### config.mk
export PLATFORM = sky130hd
export DESIGN_NAME = nibble_alu
export DESIGN_NICKNAME = d
export VERILOG_FILES = /design/src/rtl/alu_pkg.sv /design/src/rtl/alu_ctrl.sv /design/src/rtl/alu_datapath.sv /design/src/rtl/alu_flagfile.sv /design/src/rtl/nibble_alu.sv
export SDC_FILE = /design/constraint.sdc
export NUM_CORES = 1
export LEC_CHECK = 0
export ABC_CLOCK_PERIOD_IN_PS = 7300
export BUFFER_PORTS_ARGS = -buffer_cell sky130_fd_sc_hd__buf_2
export CAP_MARGIN = 20
export CORE_ASPECT_RATIO = 0.5
export CORE_MARGIN = 2
export CORE_UTILIZATION = 45
export DETAILED_ROUTE_END_ITERATION = 7
export GPL_TIMING_DRIVEN = 0
export SLEW_MARGIN = 10
export SYNTH_ARGS = -nofsm -noshare
export SYNTH_HDL_FRONTEND = slang
export SYNTH_HIERARCHICAL = 1
export SYNTH_SLANG_ARGS = --single-unit
### constraint.sdc
create_clock -name clk -period 7.3 [get_ports clk]
set_input_delay 1.46 -clock clk [delete_from_list [all_inputs] [get_ports clk]]
set_output_delay 1.46 -clock clk [all_outputs]
set_load 0.01 [all_outputs]
### src/rtl/alu_pkg.sv
package alu_pkg;
  localparam int DATA_W = 8;
  localparam int NIB_W  = DATA_W / 2;
  localparam int FLAG_W = 4;

  typedef enum logic [3:0] {
    OP_ADD = 4'd0, OP_ADC = 4'd1, OP_SUB = 4'd2, OP_SBC = 4'd3,
    OP_CMP = 4'd4, OP_AND = 4'd5, OP_OR  = 4'd6, OP_XOR = 4'd7,
    OP_INC = 4'd8, OP_DEC = 4'd9, OP_CPL = 4'd10, OP_SCF = 4'd11,
    OP_CCF = 4'd12, OP_DAA = 4'd13, OP_RSV0 = 4'd14, OP_RSV1 = 4'd15
  } aluOp_e;

  typedef struct packed {
    logic z;
    logic n;
    logic h;
    logic c;
  } aluFlags_t;

  typedef enum logic [2:0] {
    K_NONE, K_ARITH, K_LOGIC, K_CPL, K_CARRY, K_DAA
  } aluKind_e;

  typedef enum logic [1:0] { L_AND, L_OR, L_XOR } logicSel_e;

  typedef struct packed {
    aluKind_e  kind;
    logic      subEn;
    logic      carryInEn;
    logic      stepEn;
    logicSel_e logicSel;
    logic      carryFlip;
    logic      writeRes;
  } aluStrobe_t;
endpackage

### src/rtl/alu_ctrl.sv
module alu_ctrl
  import alu_pkg::*;
(
  input  aluOp_e     opCode,
  output aluStrobe_t strobe
);
  always_comb begin
    strobe = '{kind: K_NONE, subEn: 1'b0, carryInEn: 1'b0, stepEn: 1'b0,
               logicSel: L_AND, carryFlip: 1'b0, writeRes: 1'b0};
    unique case (opCode)
      OP_ADD: begin strobe.kind = K_ARITH; strobe.writeRes = 1'b1; end
      OP_ADC: begin strobe.kind = K_ARITH; strobe.carryInEn = 1'b1; strobe.writeRes = 1'b1; end
      OP_SUB: begin strobe.kind = K_ARITH; strobe.subEn = 1'b1; strobe.writeRes = 1'b1; end
      OP_SBC: begin
        strobe.kind = K_ARITH; strobe.subEn = 1'b1;
        strobe.carryInEn = 1'b1; strobe.writeRes = 1'b1;
      end
      OP_CMP: begin strobe.kind = K_ARITH; strobe.subEn = 1'b1; end
      OP_AND: begin strobe.kind = K_LOGIC; strobe.logicSel = L_AND; strobe.writeRes = 1'b1; end
      OP_OR:  begin strobe.kind = K_LOGIC; strobe.logicSel = L_OR;  strobe.writeRes = 1'b1; end
      OP_XOR: begin strobe.kind = K_LOGIC; strobe.logicSel = L_XOR; strobe.writeRes = 1'b1; end
      OP_INC: begin strobe.kind = K_ARITH; strobe.stepEn = 1'b1; strobe.writeRes = 1'b1; end
      OP_DEC: begin
        strobe.kind = K_ARITH; strobe.stepEn = 1'b1;
        strobe.subEn = 1'b1; strobe.writeRes = 1'b1;
      end
      OP_CPL: begin strobe.kind = K_CPL; strobe.writeRes = 1'b1; end
      OP_SCF: begin strobe.kind = K_CARRY; end
      OP_CCF: begin strobe.kind = K_CARRY; strobe.carryFlip = 1'b1; end
      OP_DAA: begin strobe.kind = K_DAA; strobe.writeRes = 1'b1; end
      default: ;
    endcase
  end
endmodule

### src/rtl/alu_datapath.sv
module alu_datapath
  import alu_pkg::*;
(
  input  aluStrobe_t        strobe,
  input  logic [DATA_W-1:0] accIn,
  input  logic [DATA_W-1:0] operand,
  input  aluFlags_t         flagsCur,
  output logic [DATA_W-1:0] result,
  output aluFlags_t         flagsNxt
);
  localparam logic [DATA_W-1:0] LOW_FIX  = DATA_W'(8'h06);
  localparam logic [DATA_W-1:0] HIGH_FIX = DATA_W'(8'h60);
  localparam logic [DATA_W-1:0] BCD_MAX  = DATA_W'(8'h99);
  localparam logic [NIB_W-1:0]  NIB_MAX  = NIB_W'(9);

  logic [DATA_W-1:0] bOp;
  logic [DATA_W:0]   wideRes;
  logic [NIB_W:0]    lowRes;
  logic              cin;
  logic [DATA_W-1:0] daaAdj;
  logic              daaLow, daaHigh;

  always_comb begin
    bOp = strobe.stepEn ? DATA_W'(1) : operand;
    cin = strobe.carryInEn & flagsCur.c;
    if (strobe.subEn) begin
      wideRes = {1'b0, accIn} - {1'b0, bOp} - (DATA_W+1)'(cin);
      lowRes  = {1'b0, accIn[NIB_W-1:0]} - {1'b0, bOp[NIB_W-1:0]} - (NIB_W+1)'(cin);
    end else begin
      wideRes = {1'b0, accIn} + {1'b0, bOp} + (DATA_W+1)'(cin);
      lowRes  = {1'b0, accIn[NIB_W-1:0]} + {1'b0, bOp[NIB_W-1:0]} + (NIB_W+1)'(cin);
    end
  end

  always_comb begin
    if (flagsCur.n) begin
      daaLow  = flagsCur.h;
      daaHigh = flagsCur.c;
    end else begin
      daaLow  = flagsCur.h | (accIn[NIB_W-1:0] > NIB_MAX);
      daaHigh = flagsCur.c | (accIn > BCD_MAX);
    end
    daaAdj = (daaLow ? LOW_FIX : '0) | (daaHigh ? HIGH_FIX : '0);
  end

  always_comb begin
    result   = accIn;
    flagsNxt = flagsCur;
    unique case (strobe.kind)
      K_ARITH: begin
        result     = wideRes[DATA_W-1:0];
        flagsNxt.z = (wideRes[DATA_W-1:0] == '0);
        flagsNxt.n = strobe.subEn;
        flagsNxt.h = lowRes[NIB_W];
        if (!strobe.stepEn) flagsNxt.c = wideRes[DATA_W];
      end
      K_LOGIC: begin
        unique case (strobe.logicSel)
          L_AND:   result = accIn & operand;
          L_OR:    result = accIn | operand;
          default: result = accIn ^ operand;
        endcase
        flagsNxt.z = (result == '0);
        flagsNxt.n = 1'b0;
        flagsNxt.h = (strobe.logicSel == L_AND);
        flagsNxt.c = 1'b0;
      end
      K_CPL: begin
        result     = ~accIn;
        flagsNxt.n = 1'b1;
        flagsNxt.h = 1'b1;
      end
      K_CARRY: begin
        flagsNxt.n = 1'b0;
        flagsNxt.h = 1'b0;
        flagsNxt.c = strobe.carryFlip ? ~flagsCur.c : 1'b1;
      end
      K_DAA: begin
        result     = flagsCur.n ? accIn - daaAdj : accIn + daaAdj;
        flagsNxt.z = (result == '0);
        flagsNxt.h = 1'b0;
        flagsNxt.c = flagsCur.n ? flagsCur.c : daaHigh;
      end
      default: ;
    endcase
  end
endmodule

### src/rtl/alu_flagfile.sv
module alu_flagfile
  import alu_pkg::*;
#(
  parameter logic [FLAG_W-1:0] RESET_VAL = '0
) (
  input  logic      clk,
  input  logic      rstN,
  input  logic      loadEn,
  input  aluFlags_t flagsNxt,
  output aluFlags_t flagsCur
);
  always_ff @(posedge clk or negedge rstN) begin
    if (!rstN)       flagsCur <= aluFlags_t'(RESET_VAL);
    else if (loadEn) flagsCur <= flagsNxt;
  end
endmodule

### src/rtl/nibble_alu.sv
module nibble_alu
  import alu_pkg::*;
#(
  parameter logic [3:0] FLAG_RESET = 4'b0000
) (
  input  logic       clk,
  input  logic       rstN,
  input  logic       opValid,
  input  logic [3:0] opCode,
  input  logic [7:0] accIn,
  input  logic [7:0] operand,
  output logic [7:0] result,
  output logic       resultWe,
  output logic [3:0] flagsOut
);
  aluStrobe_t strobe;
  aluFlags_t  flagsCur, flagsNxt;

  alu_ctrl u_ctrl (.opCode(aluOp_e'(opCode)), .strobe(strobe));

  alu_datapath u_dp (
    .strobe(strobe), .accIn(accIn), .operand(operand),
    .flagsCur(flagsCur), .result(result), .flagsNxt(flagsNxt)
  );

  alu_flagfile #(.RESET_VAL(FLAG_RESET)) u_flags (
    .clk(clk), .rstN(rstN), .loadEn(opValid),
    .flagsNxt(flagsNxt), .flagsCur(flagsCur)
  );

  assign resultWe = opValid & strobe.writeRes;
  assign flagsOut = flagsCur;
endmodule

==> impl_metrics.ini, run 1 <==
[synth]
netlist.area_leader.share_pct = 21.4
async_flop_share_pct = 100
post_synth_xor_area_fraction_pct = 4.89
yosysUniqueCellTypes = 61
ys.flop_type = sky130_fd_sc_hd__dfrtp_1
yosys-mux-area-fraction_pct = 6.24
yosys.area_share.simple_pct = 23.6
area_contributors_post_synth = sky130_fd_sc_hd__ha_1, sky130_fd_sc_hd__inv_1, sky130_fd_sc_hd__nor2_1
synth-edff-count = 0
sequential_share_of_the_synthesized_area_pct = 3.73
synth_top_cell_by_area = sky130_fd_sc_hd__ha_1
synthesis.area_mm2 = 0.00269
postSynthCellCount = 376
yosys.area_share.adder_pct = 24.4
postSynthAreaPerCell_um2 = 7.14
net_count_after_synthesis = 449
yosys_warnings = 6
synth-seq-cells = 4
compound_gate_portion_of_the_synthesized_area_pct = 28.0
dominant_combinational_cell_family_by_area_after_synthesis = compound AO/OA/AOI/OAI gates

[timing]
fin_setup_tns_ns = 0
hold_viol = 0
worst_setup_skew_after_layout_ns = 0.00113
maxClockFrequency_mhz = 156
slew_headroom_pct = 33.3
setup_repair_after_global_routing_missed_its_margin = false
worst_slew_pin_slew_ns = 0.998
finalWorstPathRequiredPeriod_ns = 6.43
final.period_utilization_pct = 88.0
slew_violations = 0
setup_viol = 0
finalHoldWorstSlack_ns = 0.596

[setup_path]
path_buf_inv = 5
critPathLaunchType = input pin
worstPathArrival_ns = 4.97
critical_path.reg2reg.startpoint = u_flags/flagsCur[0]$_DFFE_PN0P_
timing.reg2reg.worst_path_depth = 13
slowest_delay_ns = 0.46
r2r_end = u_flags/flagsCur[3]$_DFFE_PN0P_
crit_family = compound AO/OA/AOI/OAI gates
crit_path_end_kind = primary output
r2r_slack_ns = 3.89
critical_path_peak_fanout = 10
crit_chain = buf_2 > buf_2 > nand2b_1 > nor2_1 > clkbuf_1 > or2_2 > fa_1 > inv_1 > fa_1 > nand2b_1 > a21oi_1 > a21oi_1 > mux2_2 > a21oi_1 > o211ai_1 > a22oi_1 > buf_2
critical_path_class = in -> out
cp_data_required_time_ns = 5.84
cp.depth = 17
crit_slowest_cell = sky130_fd_sc_hd__clkbuf_1

[detailed_routing]
drtIter0Drc = 290
route.detailed.drc = 0
route.detailed.wl_per_inst_um = 16.2
vias_per_cell = 5.82
finalWirelength_um = 7870
route.vias.total = 2828
detail-route-antenna-nets = 0
drt_pre_antenna_iters = 5

[cts]
numCtsBuffers = 3
clock_tree_from_tritoncts = built
postCtsHoldBufs = 0
post-cts-setup-buffer-count = 0
cts.path.max_buffers = 2
cts_sinks = 4
number_of_resized_instances_in_the_post_cts_repair_step = 0
insertion_delay_ns = 0.22
clk_root_buf = sky130_fd_sc_hd__clkbuf_16
clk_transition_reported_paths_ns = 0.03
cts-htree-levels = 1

[hold_path]
min-delay-path-class = reg -> reg
min_path_cells = 1
hp-start = u_flags/flagsCur[3]$_DFFE_PN0P_
whs_endpoint = u_flags/flagsCur[3]$_DFFE_PN0P_

[floorplan]
core_area_mm2 = 0.00561
pin_count = 36
std_cell_rows = 19
chip_height_um = 58.6
fp.dieArea_mm2 = 0.00664
initial_core_util_pct = 47.9
die_w_um = 113

[finish]
area_growth_syn_to_layout_pct = 12.5
multiInputGateArea_mm2 = 0.00234
registers_with_the_most_flip_flops = u_flags/flagsCur: 4 flops
sequential_cell_area_um2 = 100
final_util_pct = 53.9
final_cell_area_mm2 = 0.00302
commonest_cells_after_routing_fill_and_taps_aside = sky130_fd_sc_hd__ha_1, sky130_fd_sc_hd__buf_2, sky130_fd_sc_hd__inv_1
fill_cells = 571
layout.nets = 488
antenna_diode_count = 0
largest-register = u_flags/flagsCur
largest_register_ffs = 4
leading_cell_type_in_the_layout_fill_and_taps_excluded = sky130_fd_sc_hd__ha_1
layout-drive-gt1-share_pct = 14.0

[placed_design]
port-buffer-count = 34
globalplace.congestion = 0.906
hpwlAfterDp_um = 6520
placed_area_mm2 = 0.00295

[power_and_ir_drop]
power_per_cell_area_mw_per_mm2 = 162
vdd_drop_max_mv = 0.199
leakagePower_uw = 0.00143

[global_route]
first_global_vias = 2606
grt_pass1_wl_um = 12900
grt_antenna_before_repair = 0
globalRoute.totalOverflow = 0
gr-usage-all-layers_pct = 24.1
maximum_number_of_pins_on_one_net_before_global_route_repair = 12

[run]
maxCapViolations = 0

[status]
outcome = finished clean
worst register-to-register path: cells and delay by family (launching register included):
| kind | cells | cell delay (ns) |
|---|---|---|
| compound gates | 6 | 1.40 |
| fa+ha+maj | 2 | 0.69 |
| flops | 1 | 0.47 |
| mux | 1 | 0.28 |
| simple gates | 1 | 0.21 |
| buf+inv | 2 | 0.13 |
| xor+xnor | 1 | 0.11 |
layer usage:
| layer | track usage (%) | wire [um] | part of all wire [%] |
|---|---|---|---|
| met2 | 36.9 | 3160 | 40 |
| met5 | 0 | 0 | 0 |
| met1 | 37.7 | 4130 | 53 |
| met3 | 1.54 | 542 | 6.9 |
| met4 | 3.48 | 34 | 0.43 |
cell families (layout without fill, tap and decap cells):
| group | count (synthesis) | after routing |
|---|---|---|
| buf+inv | 57 | 94 |
| mux | 16 | 16 |
| simple gates | 120 | 120 |
| xor+xnor | 15 | 15 |
| compound gates | 114 | 114 |
| fa+ha+maj | 50 | 50 |
| flops | 4 | 4 |
report_power, final:
| group | internal (uW) | leakage [uW] | switching, uW |
|---|---|---|---|
| Clock | 70.0 | 0.0000370 | 15.1 |
| Sequential | 27.2 | 0.0000508 | 10.8 |
| Combinational | 155 | 0.00134 | 212 |
cell type report:
type | instances | area share [%]
well taps | 73 | 3.02
inverters | 38 | 4.72
multi-input cells | 315 | 77.4
clock buffers | 3 | 2.48
flip-flops and latches | 4 | 3.31
plain buffers | 19 | 3.39
repair buffers | 34 | 5.63
cells in the mapped netlist, drive strengths merged (3+ instances only):
master / count
a211oi: 10
a21o: 9
a21oi: 25
a22oi: 6
a31oi: 4
and2: 6
buf: 10
clkbuf: 9
dfrtp: 4
fa: 4
ha: 46
inv: 36
mux2: 6
mux2i: 10
nand2: 21
nand2b: 13
nand3: 5
nand3b: 3
nor2: 35
nor2b: 9
nor3: 10
nor3b: 3
o211ai: 5
o21a: 4
o21ai: 24
o22ai: 3
o31ai: 3
or2: 3
xnor2: 10
xor2: 5
how the worst max path moves through the flow:
stage | startpoint | to | slack, ns
3_3_place_gp | opCode[2] | result[6] | 1.02
2_1_floorplan | opCode[2] | result[6] | 1.69
5_1_grt | opCode[2] | result[6] | 0.66
3_5_place_dp | opCode[2] | result[6] | 0.92
6_report | opCode[2] | result[6] | 0.87
4_1_cts | opCode[2] | result[6] | 0.91
through the flow:
step / cells / power [uW] / worst slack [ns]
after floorplan: 376 / 303 / 1.69
after global placement: 483 / 389 / 1.02
after detailed placement: 483 / 399 / 0.917
after CTS: 486 / 487 / 0.906
after global routing: 486 / 538 / 0.660
final: 486 / 491 / 0.875
(Power assumes the default switching activity.)
==> run 2: changes to the inputs <==
Settings changed: PLACE_DENSITY_LB_ADDON set to 0.25.
==> run 2 against run 1 <==
Net effect: critical path depth unchanged; core utilization unchanged; setup slack better by 0.068 ns; count of clock-buffer cells in the layout unchanged; worst hold slack worse by 0.046 ns; largest cell class unchanged; largest power group unchanged.
==> impl_metrics.ini, run 2 (same netlist as run 1, synthesis figures left out) <==
[status]
outcome = finished clean

[finish]
layout.nets = 488
registers_with_the_most_flip_flops = u_flags/flagsCur: 4 flops
antenna_diode_count = 0
final_cell_area_mm2 = 0.00302
instances_no_fill = 486
area_growth_syn_to_layout_pct = 12.5
final_util_pct = 53.9
largest_register_ffs = 4
leading_cell_type_in_the_layout_fill_and_taps_excluded = sky130_fd_sc_hd__ha_1
largest-register = u_flags/flagsCur
commonest_cells_after_routing_fill_and_taps_aside = sky130_fd_sc_hd__ha_1, sky130_fd_sc_hd__buf_2, sky130_fd_sc_hd__inv_1
layout-drive-gt1-share_pct = 14.0

[timing]
fin_setup_tns_ns = 0
slew_headroom_pct = 38.1
worst_slew_pin_slew_ns = 0.927
setup_repair_after_global_routing_missed_its_margin = false
maxClockFrequency_mhz = 157
worst_setup_skew_after_layout_ns = 0.00218
setup_viol = 0
slew_violations = 0
final.period_utilization_pct = 87.1
finalWorstPathRequiredPeriod_ns = 6.36
hold_viol = 0

[setup_path]
path_buf_inv = 5
critical_path_peak_fanout = 10
critPathLaunchType = input pin
crit_slowest_cell = sky130_fd_sc_hd__clkbuf_1
critical_path_class = in -> out
timing.reg2reg.worst_path_depth = 13
crit_family = buffers and inverters
slowest_delay_ns = 0.45
crit_chain = buf_2 > buf_2 > nand2b_1 > nor2_1 > clkbuf_1 > or2_2 > fa_1 > inv_1 > fa_1 > nand2b_1 > a21oi_1 > a21oi_1 > mux2_2 > a21oi_1 > o211ai_1 > a22oi_1 > buf_2
cp_data_required_time_ns = 5.84
crit_path_end_kind = primary output
cp.depth = 17
worstPathArrival_ns = 4.90

[hold_path]
min-delay-path-class = reg -> reg
min_path_cells = 1

[run]
maxCapViolations = 0

[floorplan]
die_w_um = 113
pin_count = 36
core_area_mm2 = 0.00561
fp.dieArea_mm2 = 0.00664
std_cell_rows = 19
chip_height_um = 58.6
initial_core_util_pct = 47.9

[cts]
clk_root_buf = sky130_fd_sc_hd__clkbuf_16
post-cts-setup-buffer-count = 0
postCtsHoldBufs = 0
cts.path.max_buffers = 2
cts_sinks = 4
numCtsBuffers = 3
number_of_resized_instances_in_the_post_cts_repair_step = 0
cts-htree-levels = 1
insertion_delay_ns = 0.22
clock_tree_from_tritoncts = built
clk_transition_reported_paths_ns = 0.03

[global_route]
first_global_vias = 2763
globalRoute.totalOverflow = 0
maximum_number_of_pins_on_one_net_before_global_route_repair = 12
grt_pass1_wl_um = 13000
grt_antenna_before_repair = 0
gr-usage-all-layers_pct = 24.0

[detailed_routing]
drt_pre_antenna_iters = 5
detail-route-antenna-nets = 0
finalWirelength_um = 7790
vias_per_cell = 5.99
route.detailed.wl_per_inst_um = 16.0
route.vias.total = 2912
drtIter0Drc = 362
route.detailed.drc = 0

[placed_design]
hpwlAfterDp_um = 6460
placed_area_mm2 = 0.00295
globalplace.congestion = 0.968
dp.cells = 483
port-buffer-count = 34

[power_and_ir_drop]
leakagePower_uw = 0.00143
vdd_drop_max_mv = 0.162
power_per_cell_area_mw_per_mm2 = 163
[run 2: area by class of cell]
cell class | instances | area [um^2]
Fill cell | 557 | 2590
Multi-Input combinational cell | 315 | 2340
Timing Repair Buffer | 34 | 170
Inverter | 38 | 143
Buffer | 19 | 103
Sequential cell | 4 | 100
Tap cell | 73 | 91.3
Clock buffer | 3 | 75.1
[run 2: worst paths after layout]
check	start	end	slack, ns
min in group asynchronous	rstN	u_flags/flagsCur[1]$_DFFE_PN0P_	1.03
worst min register to register	u_flags/flagsCur[3]$_DFFE_PN0P_	u_flags/flagsCur[3]$_DFFE_PN0P_	0.55
max in group asynchronous	rstN	u_flags/flagsCur[0]$_DFFE_PN0P_	6.15
worst min-delay path	u_flags/flagsCur[3]$_DFFE_PN0P_	u_flags/flagsCur[3]$_DFFE_PN0P_	0.55
worst max-delay path	opCode[2]	result[6]	0.94
worst max register to register	u_flags/flagsCur[0]$_DFFE_PN0P_	u_flags/flagsCur[3]$_DFFE_PN0P_	3.96
[run 2: per-layer routing]
metal | vias up | part of all wire [%] | GRT usage, %
li1 | 1423 | - | -
met5 | - | 0 | 0
met1 | 1361 | 49 | 33.6
met3 | 14 | 6.7 | 2.37
met2 | 114 | 43 | 40.7
met4 | 0 | 1.3 | 5.05
[run 2: per-stage QoR]
| stage | total power [uW] | setup WS [ns] | hold WS (ns) |
|---|---|---|---|
| after detailed placement | 401 | 0.984 | 0.550 |
| after CTS | 489 | 0.961 | 0.558 |
| after global placement | 387 | 1.06 | 0.543 |
| after global routing | 541 | 0.652 | 0.585 |
| after floorplan | 303 | 1.69 | 0.572 |
| final | 493 | 0.943 | 0.550 |
[run 2: report_power, final]
| group | leakage, uW | switching (uW) | internal, uW | total (uW) |
|---|---|---|---|---|
| registers | 0.0000508 | 10.4 | 27.2 | 37.6 |
| logic | 0.00134 | 215 | 155 | 370 |
| clock network | 0.0000370 | 14.9 | 69.9 | 84.8 |
| total | 0.00143 | 240 | 253 | 493 |
==> run 3: changes to the inputs <==
Settings changed: CELL_PAD_IN_SITES_DETAIL_PLACEMENT set to 1, CELL_PAD_IN_SITES_GLOBAL_PLACEMENT set to 1, CORE_UTILIZATION 45 to 40, CTS_CLUSTER_SIZE set to 8.
==> run 3 against run 2 <==
Net effect: count of clock-buffer cells in the layout stayed put; flip-flop and latch count stayed put; wire length is 17% higher; critical endpoint unchanged; clock power is 0.8% lower; register-to-register slack worse by 0.06 ns; final cell count is 3.9% higher.
==> impl_metrics.ini, run 3 (same netlist as run 1, synthesis figures left out) <==
[timing]
setup_repair_after_global_routing_missed_its_margin = false
hold_viol = 0
slew_violations = 0
slew_headroom_pct = 34.6
worst_slew_pin_slew_ns = 0.979
fin_setup_tns_ns = 0
setup_viol = 0
final.period_utilization_pct = 87.7
maxClockFrequency_mhz = 156
worst_setup_skew_after_layout_ns = 0.00130
finalWorstPathRequiredPeriod_ns = 6.40

[global_route]
met2_usage_pct = 42.7
grt_antenna_before_repair = 0
first_global_vias = 2882
grt_pass1_wl_um = 14500
maximum_number_of_pins_on_one_net_before_global_route_repair = 12
grt.busiest_layer = met2
globalRoute.totalOverflow = 0
global_route.usage.met3_pct = 2.01
gr-usage-met1_pct = 35.4
gr-usage-all-layers_pct = 24.8

[floorplan]
std_cell_rows = 21
initial_core_util_pct = 40.7
pin_count = 36
core_area_mm2 = 0.00660
die_w_um = 120
chip_height_um = 61.9
fp.dieArea_mm2 = 0.00743

[setup_path]
cp_data_required_time_ns = 5.84
critPathLaunchType = input pin
slowest_delay_ns = 0.45
crit_chain = buf_2 > buf_2 > nand2b_1 > nor2_1 > clkbuf_1 > or2_2 > fa_1 > inv_1 > fa_1 > nand2b_1 > a21oi_1 > a21oi_1 > mux2_2 > a21oi_1 > o211ai_1 > a22oi_1 > buf_2
critical_path_class = in -> out
crit_family = buffers and inverters
critical_path.startpoint = opCode[2]
path_buf_inv = 5
crit_path_end_kind = primary output
critical_path.reg2reg.startpoint = u_flags/flagsCur[0]$_DFFE_PN0P_
worstPathArrival_ns = 4.94
crit_slowest_cell = sky130_fd_sc_hd__clkbuf_1
critical_path_peak_fanout = 10

[cts]
cts-htree-levels = 1
post-cts-setup-buffer-count = 0
number_of_resized_instances_in_the_post_cts_repair_step = 0
numCtsBuffers = 3
cts_sinks = 4
postCtsHoldBufs = 0
clk_root_buf = sky130_fd_sc_hd__clkbuf_16
cts.path.max_buffers = 2
insertion_delay_ns = 0.22
clock_tree_from_tritoncts = built
clk_transition_reported_paths_ns = 0.03

[finish]
registers_with_the_most_flip_flops = u_flags/flagsCur: 4 flops
leading_cell_type_in_the_layout_fill_and_taps_excluded = sky130_fd_sc_hd__ha_1
layout-drive-gt1-share_pct = 14.0
final_cell_area_mm2 = 0.00305
multiInputGateArea_mm2 = 0.00234
final_util_pct = 46.2
largest_register_ffs = 4
largest-register = u_flags/flagsCur
layout.nets = 488
fill_cells = 864
sequential_cell_area_um2 = 100
commonest_cells_after_routing_fill_and_taps_aside = sky130_fd_sc_hd__ha_1, sky130_fd_sc_hd__buf_2, sky130_fd_sc_hd__inv_1
antenna_diode_count = 0
area_growth_syn_to_layout_pct = 13.4

[detailed_routing]
finalWirelength_um = 9070
detail-route-antenna-nets = 0
route.detailed.drc = 0
drt_pre_antenna_iters = 5
route.vias.total = 2904
drtIter0Drc = 253
vias_per_cell = 5.75
route.detailed.wl_per_inst_um = 18.0

[power_and_ir_drop]
vdd_drop_max_mv = 0.132
switching_share_pct = 49.8
post-layout-total-power_uw = 505
power_per_cell_area_mw_per_mm2 = 166
power_switching_uw = 252
share_of_power_burned_in_registers_pct = 7.6
power_report.internal_total_uw = 253
combinational_power_share_pct = 75.8
leakagePower_uw = 0.00143
clock_power_share_pct = 16.7

[hold_path]
hp-start = u_flags/flagsCur[3]$_DFFE_PN0P_
min-delay-path-class = reg -> reg

[placed_design]
port-buffer-count = 34
hpwlAfterDp_um = 7440
globalplace.congestion = 0.912
placed_area_mm2 = 0.00297

[run]
maxCapViolations = 0

[status]
outcome = finished clean
==> run 3: path summary, 6_finish.rpt <==
| check | slack [ns] | end | cells after the start |
|---|---|---|---|
| worst max register to register | 3.90 | u_flags/flagsCur[3]$_DFFE_PN0P_ | 13 |
| worst max-delay path | 0.90 | result[6] | 17 |
| worst min register to register | 0.58 | u_flags/flagsCur[3]$_DFFE_PN0P_ | 1 |
| worst min-delay path | 0.58 | u_flags/flagsCur[3]$_DFFE_PN0P_ | 1 |
| max in group asynchronous | 6.15 | u_flags/flagsCur[0]$_DFFE_PN0P_ | 1 |
| min in group asynchronous | 1.04 | u_flags/flagsCur[2]$_DFFE_PN0P_ | 1 |
==> run 3: final cells by class <==
cell class,instances,area share (%)
well taps,92,3.78
repair buffers,34,5.59
flip-flops and latches,4,3.29
multi-input cells,315,76.8
plain buffers,19,3.37
inverters,38,4.68
clock buffers,3,2.46
==> run 3: power by group through the flow <==
stage | combinational (uW) | sequential [uW] | clock [uW]
after floorplan | 266 | 37.2 | 0
after global placement | 356 | 38.0 | 0
after detailed placement | 375 | 38.8 | 0
after CTS | 379 | 38.9 | 85.5
after global routing | 425 | 40.3 | 88.7
final | 383 | 38.3 | 84.1
==> run 3: per-layer routing <==
layer	routed length, um	up-vias	part of all wire [%]
met5	0	-	0
li1	-	1414	-
met4	82	0	0.90
met1	4590	1399	51
met3	444	8	4.9
met2	3960	83	44
==> run 3: metrics by stage <==
stage / instances / hold slack (ns) / worst slack (ns)
floorplan: 376 / 0.572 / 1.69
global placement: 502 / 0.550 / 1.01
detailed placement: 502 / 0.561 / 0.883
CTS: 505 / 0.570 / 0.870
global route: 505 / 0.610 / 0.614
finish: 505 / 0.583 / 0.895
==> run 3: worst reg2reg max path, cell delays in order, from the launching register on <==
cell and delay [ns]:
sky130_fd_sc_hd__dfrtp_1 0.48, sky130_fd_sc_hd__nand2_1 0.20, sky130_fd_sc_hd__inv_1 0.08, sky130_fd_sc_hd__fa_1 0.54, sky130_fd_sc_hd__inv_1 0.06, sky130_fd_sc_hd__ha_1 0.16
sky130_fd_sc_hd__o21ai_0 0.29, sky130_fd_sc_hd__a21boi_0 0.18, sky130_fd_sc_hd__o22ai_1 0.18, sky130_fd_sc_hd__xor2_1 0.10, sky130_fd_sc_hd__a211o_1 0.35, sky130_fd_sc_hd__a41oi_1 0.27
sky130_fd_sc_hd__o21ai_1 0.11, sky130_fd_sc_hd__mux2_2 0.27
